==> src/rtl/stepper_phase_seq.sv <==
module stepper_phase_seq #(
  parameter int MIN_HIGH = 400
) (
  input  logic clk,
  input  logic rst_n,
  input  logic step_in,
  input  logic half_mode,
  input  logic dir_rev,
  input  logic drive_en,
  output logic ph_a,
  output logic ph_an,
  output logic ph_b,
  output logic ph_bn
);
  localparam int CW = $clog2(MIN_HIGH + 1);

  logic [3:0]    sy1, sy2;
  logic [CW-1:0] hi_cnt;
  logic [2:0]    pos;
  logic [3:0]    dec;

  wire step_s = sy2[3];
  wire half_s = sy2[2];
  wire rev_s  = sy2[1];
  wire en_s   = sy2[0];

  wire       fire = step_s && (hi_cnt == CW'(MIN_HIGH - 1));
  wire [2:0] unit = rev_s ? 3'b111 : 3'b001;
  wire [2:0] inc  = (half_s || pos[0]) ? unit : {unit[1:0], 1'b0};

  always_ff @(posedge clk or negedge rst_n) begin
    if (!rst_n) begin
      sy1    <= '0;
      sy2    <= '0;
      hi_cnt <= '0;
      pos    <= '0;
    end else begin
      sy1 <= {step_in, half_mode, dir_rev, drive_en};
      sy2 <= sy1;
      if (!step_s)
        hi_cnt <= '0;
      else if (hi_cnt != CW'(MIN_HIGH))
        hi_cnt <= hi_cnt + 1'b1;
      if (fire)
        pos <= pos + inc;
    end
  end

  always_comb begin
    case (pos)
      3'd0: dec = 4'b1001;
      3'd1: dec = 4'b1000;
      3'd2: dec = 4'b1010;
      3'd3: dec = 4'b0010;
      3'd4: dec = 4'b0110;
      3'd5: dec = 4'b0100;
      3'd6: dec = 4'b0101;
      default: dec = 4'b0001;
    endcase
  end

  assign {ph_a, ph_an, ph_b, ph_bn} = en_s ? dec : 4'b0000;
endmodule


==> config.mk <==
export PLATFORM = sky130hd
export DESIGN_NAME = stepper_phase_seq
export DESIGN_NICKNAME = d
export VERILOG_FILES = /design/src/rtl/stepper_phase_seq.sv
export SDC_FILE = /design/constraint.sdc
export NUM_CORES = 1
export LEC_CHECK = 0
export ABC_AREA = 1
export ABC_CLOCK_PERIOD_IN_PS = 1550
export BUFFER_PORTS_ARGS = -buffer_cell sky130_fd_sc_hd__clkbuf_2
export CORE_AREA = 5 5 62 64
export CTS_CLUSTER_DIAMETER = 100
export DETAILED_ROUTE_END_ITERATION = 6
export DIE_AREA = 0 0 67 69
export SYNTH_ARGS = -nofsm -noshare
export SYNTH_HDL_FRONTEND = slang
export SYNTH_SLANG_ARGS = --single-unit
==> constraint.sdc <==
create_clock -name clk -period 1.55 [get_ports clk]
set_input_delay 0.0775 -clock clk [delete_from_list [all_inputs] [get_ports clk]]
set_output_delay 0.0775 -clock clk [all_outputs]
set_load 0.05 [all_outputs]
### Word-level counts from Yosys, hierarchy flattened

Cells that the tools add are included.

| cells by class | value |
|---|---|
| bitwise gates (word level) | 0 |
| $add $sub $neg | 2 |
| div/mod/pow operators | 0 |
| magnitude comparators | 0 |
| equal/unequal tests | 9 |
| mux-type cells | 6 |
| multiply operators | 0 |
| shift-type cells | 0 |
| reduce and logical (&&, ||, !) cells | 3 |

Operators by type and width:

| kind | number |
|---|---|
| $pmux W4 S7 | 1 |
| $mux W9 | 2 |
| $add A9 B1 Y9 const B | 1 |
| $eq A3 B3 Y1 const B | 3 |
| $eq A9 B9 Y1 const B | 1 |
| $ne A9 B9 Y1 const B | 1 |
| $eq A3 B2 Y1 const B | 2 |
| $mux W3 | 2 |
| $mux W4 | 1 |
| $add A3 B3 Y3 | 1 |
| $eq A3 B1 Y1 const B | 1 |
| $logic_not A3 Y1 | 1 |
| $ne A2 B1 Y1 const B | 1 |
| $logic_and A1 B1 Y1 | 1 |
| $logic_or A1 B1 Y1 | 1 |

| word-level totals | value |
|---|---|
| memories kept | 0 |
| register bits after elaboration | 20 |
| output and inout bits | 4 |
| memory bits (read-only) | 0 |
| bits of input ports | 6 |
| logic and storage cells | 24 |
| latch bits | 0 |
| bits in writable memories | 0 |

### Longest topological paths before layout

| depth | value |
|---|---|
| word-level depth | 3 |
| gate-level depth with buffers | 8 |
| mapped depth without buffers | 8 |

### Least setup slack after synthesis

Ideal clock, no wire load.

| timing | value |
|---|---|
| kind | flip-flop to output port |
| start point | reg pos[1] |
| end point | out ph_b |
| cell stages (with the launch flop) | 4 |
| arrival time | 1.334 ns |
| buffers on the path | 0 |
| path slack | 0.138 ns |
| data required time | 1.472 ns |
| path through | dfrtp_1 > inv_1 > nand2_1 > o22ai_1 |

| between the ends | value |
|---|---|
| word-level cells in the longest chain between the ends | 3 |
| elaborated cells on any way between the ends | 9 |
| classes of those cells | eq/ne: 6; mux: 2; reduce/logical: 1 |

Ends and longest elaborated chain:

| what | line | source |
|---|---|---|
| start: declaration | 19 | `logic [2:0] pos;` |
| start signal: assignment | 45 | `pos <= pos + inc;` |
| $eq A3 B3 Y1 (tied with other cells) | 50 | `case (pos)` |
| $pmux W4 S7 (*) | 50 |  |
| $mux W4 (*) | 62 | `assign {ph_a, ph_an, ph_b, ph_bn} = en_s ? dec : 4'b0000;` |
| end: declaration | 12 | `output logic ph_b,` |

Every way passes the cells marked *; elsewhere a longest branch is shown, timed or not.

### Worst setup path after layout

| timing | value |
|---|---|
| start point | reg pos[0] |
| end point | reg pos[2] |

| between the ends | value |
|---|---|
| word-level cells in the longest chain between the ends | 3 |

Ends and longest elaborated chain:

| what | line | source |
|---|---|---|
| $logic_or A1 B1 Y1 | 29 | `wire [2:0] inc = (half_s \|\| pos[0]) ? unit : {unit[1:0], 1'b0};` |
| $mux W3 | 29 |  |
| $add A3 B3 Y3 (*) | 45 |  |

Marked as above.
A chain may end at the register's enable or synchronous reset.

==> results.toml <==
[status]
outcome = "finished, final reports clean"

[setup_path]
r2r_start = "pos[0]"
critical_path_required_ns = 1.74
arrival_ns = 1.59
r2r_end = "pos[2]"
crit_type = "reg2reg"
rr_worst_depth = 7
rrSetupSlack_ns = 0.15
startpoint = "pos[0]"
crit_fanout = 4
worstSetupStartpointType = "flip-flop"
endpoint_kind = "flip-flop"

[global_route]
grt-busiest-layer = "met2"
grt_max_degree = 21
grt_first_pass_wirelength_mm = 3.08
grt-ovfl-total = 0
grt_use_met3_pct = 1.95
track_usage_pct = 8.33
met1_usage_pct = 10.5
gr-usage-met2_pct = 13.4
antenna_found_initial = 0
grt_pass1_vias = 744

[cts]
path_clk_slew_ns = 0.11
clk_latency_ns = 0.30
h-tree-depth = 1
tritoncts = "built"
cts_sinks = 20
cts_setup_buffers = 0
cts_buffers = 3
clock_path_buffers = 2
root_buffer = "clkbuf_4"

[cells_and_area]
final_common_cell = "nand2_1"
area_growth_pct = 18.4
diodes = 0
fin_util_pct = 36.7
layout_common_cells = "39 x nand2_1, 20 x dfrtp_1, 19 x inv_1, 18 x nor2_1"
drive_above_1_share_pct = 11.0
fin_nets = 155

[worst_hold_path]
hold_path_class = "in2async"

[sta]
final_max_slew_viol_count = 0
clock_skew_ns = 0.00973
grt_setup_unrepaired = "no"
worst-slew-pin-transition_ns = 0.486
tns_ns = 0
hold_viol = 0
slew_headroom_pct = 67.6
fin_crit_ns = 1.40
max_freq_ghz = 0.717
finalCritPeriodShare_pct = 90.0
setup_violations = 0

[power]
p_per_area_nw_per_um2 = 784
ir_worst_vdd_v = 0.000520
leakage_nw = 0.582

[floorplan]
die_area_um2 = 4620
coreArea_um2 = 3230
initial_utilization_pct = 31.0
die_h_um = 69
io_pins = 10
rows = 21
die_w_um = 67

[synth]
syn_nets = 137
yosysTopAreaCell = "dfrtp_1"
synth_seq_area_share_pct = 50.0
synth-seq-cells = 20
synth_top_area_share_pct = 50.0
syn_inst = 128
syn-mean-instance-area_um2 = 7.82
yosys_warnings = 0
netlist_area_um2 = 1000
netlist_top_cells_area = "dfrtp_1 50%, nand2_1 15%, inv_1 7.1%"
ys_types = 18

[placed_design]
hpwl_mm = 1.30
port-buffer-count = 9
gp_congestion = 0.815

[drt]
firstDrtPassIters = 4
post-route-drc-count = 0
vias = 831
viasPerCell = 4.35
routedWlPerCell_um = 8.89
routed_wl_mm = 1.70
final_antenna_net_count = 0
drtIter0Drc = 27

[job]
cap_viol_max_count = 0
[synth_stat cells, drive strengths merged]
cell	n
a21oi	4
buf	2
dfrtp	20
inv	19
nand3	9
nor2	19
fa	1
a21boi	1
nand2	39
nand4	2
nor3	3
o22ai	2
xor2	1
ha	2
o21ai	4
[stage by stage]
stage                     power [mW]  worst slack [ns]  std cells  cell area [um2]  hold WS, ns
after floorplan                0.606             0.138        128             1000       -0.218
after global placement         0.633             0.222        182             1100       0.0661
after detailed placement       0.636             0.167        182             1100       0.0681
after CTS                      0.955             0.119        191             1180        0.259
after global routing           0.983           0.00898        191             1180        0.300
final                          0.929             0.155        191             1180        0.254
[worst max-delay path, cell delays in order, from the launching register on]
cell and delay (ns):
dfrtp_1 0.42, inv_1 0.11, a21oi_1 0.09, fa_1 0.41, nand3_1 0.10, nand2_1 0.05, nand2_1 0.05, nand2_1 0.04
[state kept, by name, indices dropped and copies added, names as in the netlist]
signal / cells
hi_cnt: 9
sy1: 4
sy2: 4
pos: 3
[metal layers]
metal / part of all wire (%) / vias to the layer above / wire [um]
met2: 49 / 6 / 840
met3: 2.6 / 2 / 44
met1: 47 / 393 / 800
met4: 0.71 / 0 / 12
li1: - / 430 / -
met5: 0 / - / 0
[report_power, final]
part           internal (mW)  switching (mW)
logic                 0.0329          0.0511
registers              0.538          0.0109
clock network          0.143           0.153
total                  0.714           0.215
[kinds of logic after synthesis]
family                     share of synthesized area [%]
AOI/OAI and AO/OA                                   6.00
and+or+nand+nor                                     30.2
xor gates and xnor gates                           0.875
DFF                                                 50.0
buffers and inverters                               8.37
adders and majority gates                           4.50
[how the worst max path moves through the flow]
stage,end,slack (ns),cells past startpoint
final,pos[2],0.15,7
after global placement,pos[2],0.22,7
after floorplan,ph_b,0.14,3
after CTS,ph_b,0.12,4
after global routing,ph_b,0.009,4
after detailed placement,pos[2],0.17,7
[layout make-up]
cell class | count | area (um2)
clock buffer | 4 | 36.3
fill | 336 | 2050
inverter | 19 | 71.3
multi-input combinational | 87 | 417
sequential | 20 | 500
tap | 46 | 57.6
timing repair buffer | 15 | 103
[repair_timing]
action,CTS,global route
hold endpoints to repair,24,0
hold buffers,5,0
resized for setup,0,0
No activity file was read; power rests on OpenSTA's default activity.
